<file path="src/rtl/sirq_pkg.sv">
package sirq_pkg;

   typedef enum logic [3:0] {
      ST_IDLE,
      ST_START,
      ST_START_R,
      ST_START_T,
      ST_SLOT_S,
      ST_SLOT_R,
      ST_SLOT_T,
      ST_STOP,
      ST_STOP_R,
      ST_STOP_T
   } sirq_state_e;

   localparam int QUIET_STOP_CLKS = 2;
   localparam int CONT_STOP_CLKS  = 3;

endpackage

</file>
<file path="src/rtl/sirq_len_sel.sv">
module sirq_len_sel #(
   parameter int LEN_W     = 4,
   parameter int MIN_START = 4,
   parameter int MAX_START = 8
) (
   input  logic [LEN_W-1:0] raw_len,
   output logic [LEN_W-1:0] eff_len
);

   localparam logic [LEN_W-1:0] LO = LEN_W'(MIN_START);
   localparam logic [LEN_W-1:0] HI = LEN_W'(MAX_START);

   always_comb begin
      if (raw_len < LO)
         eff_len = LO;
      else if (raw_len > HI)
         eff_len = HI;
      else
         eff_len = raw_len;
   end

endmodule

</file>
<file path="src/rtl/sirq_seq.sv">
module sirq_seq
   import sirq_pkg::*;
#(
   parameter int NUM_SLOTS = 17,
   parameter int LEN_W     = 4,
   parameter int SLOT_W    = 5
) (
   input  logic              clk,
   input  logic              rst_n,
   input  logic              mode_quiet,
   input  logic [LEN_W-1:0]  eff_len,
   input  logic              line_in,
   output logic              drv_en,
   output logic              drv_val,
   output logic              sample_en,
   output logic [SLOT_W-1:0] sample_idx,
   output logic              vec_load,
   output logic              in_slot
);

   localparam logic [SLOT_W-1:0] LAST_SLOT  = SLOT_W'(NUM_SLOTS - 1);
   localparam logic [LEN_W-1:0]  QSTOP_LAST = LEN_W'(QUIET_STOP_CLKS - 1);
   localparam logic [LEN_W-1:0]  CSTOP_LAST = LEN_W'(CONT_STOP_CLKS - 1);

   sirq_state_e       state_q;
   logic [LEN_W-1:0]  cnt_q;
   logic [LEN_W-1:0]  len_q;
   logic [SLOT_W-1:0] slot_q;
   logic              stop_quiet_q;
   logic              quiet_idle_q;
   logic              first_round_q;
   logic [LEN_W-1:0]  stop_last;

   assign stop_last = stop_quiet_q ? QSTOP_LAST : CSTOP_LAST;

   always_ff @(posedge clk or negedge rst_n) begin
      if (!rst_n) begin
         state_q       <= ST_IDLE;
         cnt_q         <= '0;
         len_q         <= '0;
         slot_q        <= '0;
         stop_quiet_q  <= 1'b0;
         quiet_idle_q  <= 1'b0;
         first_round_q <= 1'b1;
      end else begin
         unique case (state_q)
            ST_IDLE: begin
               if (!quiet_idle_q) begin
                  state_q <= ST_START;
                  cnt_q   <= '0;
                  len_q   <= eff_len;
               end else if (!line_in) begin
                  // a peripheral already supplied the first low clock
                  state_q <= ST_START;
                  cnt_q   <= LEN_W'(1);
                  len_q   <= eff_len;
               end
            end
            ST_START: begin
               if (cnt_q == len_q - 1'b1)
                  state_q <= ST_START_R;
               else
                  cnt_q <= cnt_q + 1'b1;
            end
            ST_START_R: state_q <= ST_START_T;
            ST_START_T: begin
               state_q <= ST_SLOT_S;
               slot_q  <= '0;
            end
            ST_SLOT_S: state_q <= ST_SLOT_R;
            ST_SLOT_R: state_q <= ST_SLOT_T;
            ST_SLOT_T: begin
               if (slot_q == LAST_SLOT) begin
                  state_q      <= ST_STOP;
                  cnt_q        <= '0;
                  stop_quiet_q <= mode_quiet && !first_round_q;
               end else begin
                  state_q <= ST_SLOT_S;
                  slot_q  <= slot_q + 1'b1;
               end
            end
            ST_STOP: begin
               if (cnt_q == stop_last)
                  state_q <= ST_STOP_R;
               else
                  cnt_q <= cnt_q + 1'b1;
            end
            ST_STOP_R: state_q <= ST_STOP_T;
            ST_STOP_T: begin
               first_round_q <= 1'b0;
               if (stop_quiet_q) begin
                  quiet_idle_q <= 1'b1;
                  state_q      <= ST_IDLE;
               end else begin
                  quiet_idle_q <= 1'b0;
                  state_q      <= ST_START;
                  cnt_q        <= '0;
                  len_q        <= eff_len;
               end
            end
            default: state_q <= ST_IDLE;
         endcase
      end
   end

   always_comb begin
      drv_en  = (state_q == ST_START) || (state_q == ST_START_R) ||
                (state_q == ST_STOP)  || (state_q == ST_STOP_R);
      drv_val = (state_q == ST_START_R) || (state_q == ST_STOP_R);
   end

   assign sample_en  = (state_q == ST_SLOT_S);
   assign sample_idx = slot_q;
   assign vec_load   = (state_q == ST_SLOT_T) && (slot_q == LAST_SLOT);
   assign in_slot    = (state_q == ST_SLOT_S) || (state_q == ST_SLOT_R) ||
                       (state_q == ST_SLOT_T);

endmodule

</file>
<file path="src/rtl/sirq_capture.sv">
module sirq_capture #(
   parameter int NUM_IRQ = 16,
   parameter int SLOT_W  = 5
) (
   input  logic               clk,
   input  logic               rst_n,
   input  logic               sample_en,
   input  logic [SLOT_W-1:0]  sample_idx,
   input  logic               line_in,
   input  logic               vec_load,
   output logic [NUM_IRQ-1:0] irq_vec,
   output logic               io_check
);

   localparam int NUM_SLOTS = NUM_IRQ + 1;

   logic [NUM_SLOTS-1:0] shadow_q;

   for (genvar g = 0; g < NUM_SLOTS; g++) begin : g_slot
      always_ff @(posedge clk or negedge rst_n) begin
         if (!rst_n)
            shadow_q[g] <= 1'b0;
         else if (sample_en && (sample_idx == SLOT_W'(g)))
            shadow_q[g] <= line_in;
      end
   end

   always_ff @(posedge clk or negedge rst_n) begin
      if (!rst_n) begin
         irq_vec  <= '0;
         io_check <= 1'b0;
      end else if (vec_load) begin
         irq_vec  <= shadow_q[NUM_IRQ-1:0];
         io_check <= shadow_q[NUM_IRQ];
      end
   end

endmodule

</file>
<file path="src/rtl/sirq_host.sv">
module sirq_host #(
   parameter int NUM_IRQ   = 16,
   parameter int LEN_W     = 4,
   parameter int MIN_START = 4,
   parameter int MAX_START = 8
) (
   input  logic               clk,
   input  logic               rst_n,
   input  logic               mode_quiet,
   input  logic [LEN_W-1:0]   start_len,
   input  logic               sirq_di,
   output logic               sirq_oe,
   output logic               sirq_do,
   output logic [NUM_IRQ-1:0] irq_vec,
   output logic               io_check
);

   localparam int NUM_SLOTS = NUM_IRQ + 1;
   localparam int SLOT_W    = $clog2(NUM_SLOTS);

   initial begin
      assert (MIN_START >= 2 && MAX_START >= MIN_START && MAX_START < (1 << LEN_W))
         else $error("sirq_host: start width range does not fit LEN_W");
      assert (NUM_IRQ >= 1)
         else $error("sirq_host: NUM_IRQ must be at least 1");
   end

   logic [LEN_W-1:0]  eff_len;
   logic              sample_en;
   logic [SLOT_W-1:0] sample_idx;
   logic              vec_load;
   logic              in_slot;

   sirq_len_sel #(
      .LEN_W    (LEN_W),
      .MIN_START(MIN_START),
      .MAX_START(MAX_START)
   ) u_len (
      .raw_len(start_len),
      .eff_len(eff_len)
   );

   sirq_seq #(
      .NUM_SLOTS(NUM_SLOTS),
      .LEN_W    (LEN_W),
      .SLOT_W   (SLOT_W)
   ) u_seq (
      .clk       (clk),
      .rst_n     (rst_n),
      .mode_quiet(mode_quiet),
      .eff_len   (eff_len),
      .line_in   (sirq_di),
      .drv_en    (sirq_oe),
      .drv_val   (sirq_do),
      .sample_en (sample_en),
      .sample_idx(sample_idx),
      .vec_load  (vec_load),
      .in_slot   (in_slot)
   );

   sirq_capture #(
      .NUM_IRQ(NUM_IRQ),
      .SLOT_W (SLOT_W)
   ) u_cap (
      .clk       (clk),
      .rst_n     (rst_n),
      .sample_en (sample_en),
      .sample_idx(sample_idx),
      .line_in   (sirq_di),
      .vec_load  (vec_load),
      .irq_vec   (irq_vec),
      .io_check  (io_check)
   );

endmodule

</file>
<file path="config.mk">
export PLATFORM = sky130hd
export DESIGN_NAME = sirq_host
export DESIGN_NICKNAME = d
export VERILOG_FILES = /design/src/rtl/sirq_pkg.sv /design/src/rtl/sirq_len_sel.sv /design/src/rtl/sirq_seq.sv /design/src/rtl/sirq_capture.sv /design/src/rtl/sirq_host.sv
export SDC_FILE = /design/constraint.sdc
export NUM_CORES = 1
export LEC_CHECK = 0
export CAP_MARGIN = 20
export CORE_AREA = 5 5 75 77
export CTS_CLUSTER_SIZE = 12
export DETAILED_ROUTE_END_ITERATION = 8
export DIE_AREA = 0 0 80 82
export PLACE_DENSITY = 0.78
export REMOVE_ABC_BUFFERS = 1
export SLEW_MARGIN = 20
export SYNTH_ARGS = -nofsm -noshare
export SYNTH_HDL_FRONTEND = slang
export SYNTH_SLANG_ARGS = --single-unit
export TNS_END_PERCENT = 100
</file>
<file path="constraint.sdc">
create_clock -name clk -period 5.57 [get_ports clk]
set_input_delay 0.557 -clock clk [delete_from_list [all_inputs] [get_ports clk]]
set_output_delay 0.557 -clock clk [all_outputs]
set_load 0.01 [all_outputs]
</file>
==> reports/metrics.yaml <==
vias_per_cell: 5.565
layout_common_cells: "dfrtp_1 (53), mux2_2 (35), clkdlybuf4s50_1 (25), nand3_1 (19), nor2_1 (11)"
synth.distinct_cells: 45
synth.mux.area_fraction_pct: 15.15
synth_warnings: 0
grt_setup_unrepaired: "false"
finClkSkew_ns: 0.003694
irDropWorstVdd_mv: 0.1931
drt_first_iter_violations: 107
initial_core_util_pct: 54.61
status: "finished, final reports clean"
htree_num_levels: 2
setup_viol: 0
diodes: 0
num_io_pins: 27
fin_area_um2: 3093
worstPathRequired_ns: 5.01
placed_area_um2: 2998
cpMaxStageDelayCell: "or4b_4"
critPathTopFamily: "simple AND/OR/NAND/NOR gates"
fin_crit_ns: 2.957
pwr_density_cell_nw_per_um2: 399.1
synth_edf_count: 0
hp-class: "input port to asynchronous set/reset pin"
hold_viol: 0
worstMarginPinSlew_ns: 0.8486
synth-simple-area-share_pct: 18.67
cts_tree: "built"
path_clk_slew_ns: 0.09
synth-seq-cells: 54
ctsLongestPathBuffers: 2
fp.dieArea_um2: 6560
fp.dieH_um: 82
synth_seq_area_share_pct: 50.09
synth_top_flop_cell: "dfrtp_1"
mostFrequentLayoutCell: "dfrtp_1"
wl_per_cell_um: 14.82
gp_congestion: 0.7721
coreArea_um2: 4945
rows: 26
grt_pass1_vias: 1788
synth_fa_ha_area_share_pct: 3.244
setup-tns-final_ns: 0
grt_max_degree: 55
fin_cells: 331
cts-resized-gates: 0
avgSynthCellArea_um2: 11.34
start_kind: "register"
worstSetupPathType: "register to primary output"
fill_cells: 426
setup_ws_ns: 2.613
dp_hpwl_um: 3393
ff_latch_area_um2: 1353
synth_top_cell_by_area: "dfrtp_1"
drv_cap: 0
synth_compound_area_share_pct: 6.719
critPathBufInv: 1
end_kind: "primary output"
synth_top_family_by_area: "simple AND/OR/NAND/NOR gates"
grt.overflow.total: 0
routed_wl_um: 4906
crit_chain: "or4b_4, and2_0, nand2b_1, clkdlybuf4s50_1"
numCtsBuffers: 5
ctsHoldBuffers: 0
vias: 1842
power.leakage_nw: 1.370
synth_top_area_share_pct: 49.12
die_x_um: 80
ys_top_cells_by_area: "dfrtp_1 (49%), mux2_2 (15%), nand3_1 (3.5%), ha_1 (3.2%), xnor2_1 (1.9%)"
place_worst_setup_slack_ns: 2.750
async_reset_ff_share_pct: 100.0
syn_area_um2: 2700
clock_latency_ns: 0.30
grt_antenna_before_repair: 0
syn_to_final_growth_pct: 14.55
worst_path_largest_cell_delay_ns: 0.63
root_buffer: "clkbuf_8"
syn-instance-count: 238
placedCellCount: 323
max-slew-margin-rel_pct: 43.29
portBuffers: 26
grt_usage_pct: 16.48
fin_crit_sh_pct: 53.09
fmax_ghz: 0.3382
crit_fanout: 16
postRouteAntennaNets: 0
cts.sinks: 54
fin_nets: 275
synth_xor_area_share_pct: 2.919
dr.pass1.iters: 5
cp_data_arrival_time_ns: 2.40
final_core_util_pct: 62.55
grt_pass1_wl_um: 8466
drive_gt1_share_pct: 19.16
drc: 0
multi_input_area_um2: 1261
cts_setup_buffers: 0
maxSlewViolCount: 0
## worst register-to-register path, cell delays in order, from the launching register on
cell     delay [ns]
dfrtp_1        0.44
inv_1          0.09
ha_1           0.27
and3_1         0.21
nand2_1        0.62
mux2_2         0.42
## registers in the layout (all words and copies together), names as in the netlist
signal / count
u_cap.shadow_q: 17
u_seq.sample_idx: 5
u_cap.io_check: 1
u_cap.irq_vec: 16
u_seq.len_q: 4
u_seq.first_round_q: 1
u_seq.stop_quiet_q: 1
u_seq.state_q: 4
u_seq.quiet_idle_q: 1
u_seq.cnt_q: 4
## cell families after synthesis
logic type               Yosys count
AND/OR/NAND/NOR                   84
flip-flops                        54
multiplexers                      36
AO/OA/AOI/OAI                     27
buffers and inverters             21
XOR/XNOR                           9
adder cells (fa/ha/maj)            7
## power by group
group          internal (mW)  switching (mW)
Clock                  0.103           0.123
Sequential             0.470           0.106
Combinational          0.201           0.231
Total                  0.774           0.460
## final timing paths
check | start | end | slack, ns | cells past startpoint
min | rst_n | u_cap.irq_vec[11]$_DFFE_PN0P_ | 0.36 | 2
max reg2reg | u_seq.sample_idx[0]$_DFFE_PN0P_ | u_cap.irq_vec[4]$_DFFE_PN0P_ | 3.41 | 5
max in group asynchronous | rst_n | u_seq.state_q[0]$_DFFE_PN0P_ | 4.76 | 2
min in group clk | u_seq.first_round_q$_DFFE_PN1N_ | u_seq.first_round_q$_DFFE_PN1N_ | 0.48 | 1
max | u_seq.state_q[1]$_DFFE_PN0P_ | sirq_oe | 2.61 | 4
min reg2reg | u_seq.first_round_q$_DFFE_PN1N_ | u_seq.first_round_q$_DFFE_PN1N_ | 0.48 | 1
## stage by stage
step                      hold slack, ns  power [mW]
after detailed placement          0.4713       1.015
after global routing              0.4274       1.319
after global placement            0.4717       1.001
after floorplan                   0.2614      0.8953
final                             0.3621       1.234
after CTS                         0.3894       1.244
## layout make-up
type,count,share of cell area (%)
flip-flops and latches,54,43.73
multi-input cells,163,40.78
repair buffers,27,8.495
well taps,70,2.832
clock buffers,7,2.791
inverters,9,1.092
clock inverters,1,0.2832
## routing by layer
layer / wire length [um] / global-route usage, % / vias up
met4: 85 / 6.419 / 0
li1: - / - / 897
met5: 0 / 0 / -
met1: 2457 / 23.49 / 909
met3: 147 / 3.070 / 10
met2: 2215 / 25.00 / 26
## Yosys cell counts (all sizes together) (3+ instances only)
| cell | number |
|---|---|
| a21o | 3 |
| a21oi | 3 |
| and3 | 5 |
| buf | 4 |
| clkbuf | 8 |
| dfrtp | 53 |
| ha | 7 |
| inv | 9 |
| mux2 | 36 |
| nand2 | 9 |
| nand2b | 4 |
| nand3 | 19 |
| nand3b | 5 |
| nand4 | 6 |
| nor2 | 12 |
| nor2b | 6 |
| nor3 | 5 |
| o21ai | 10 |
| xnor2 | 6 |
| xor2 | 3 |
(Power assumes the default switching activity.)
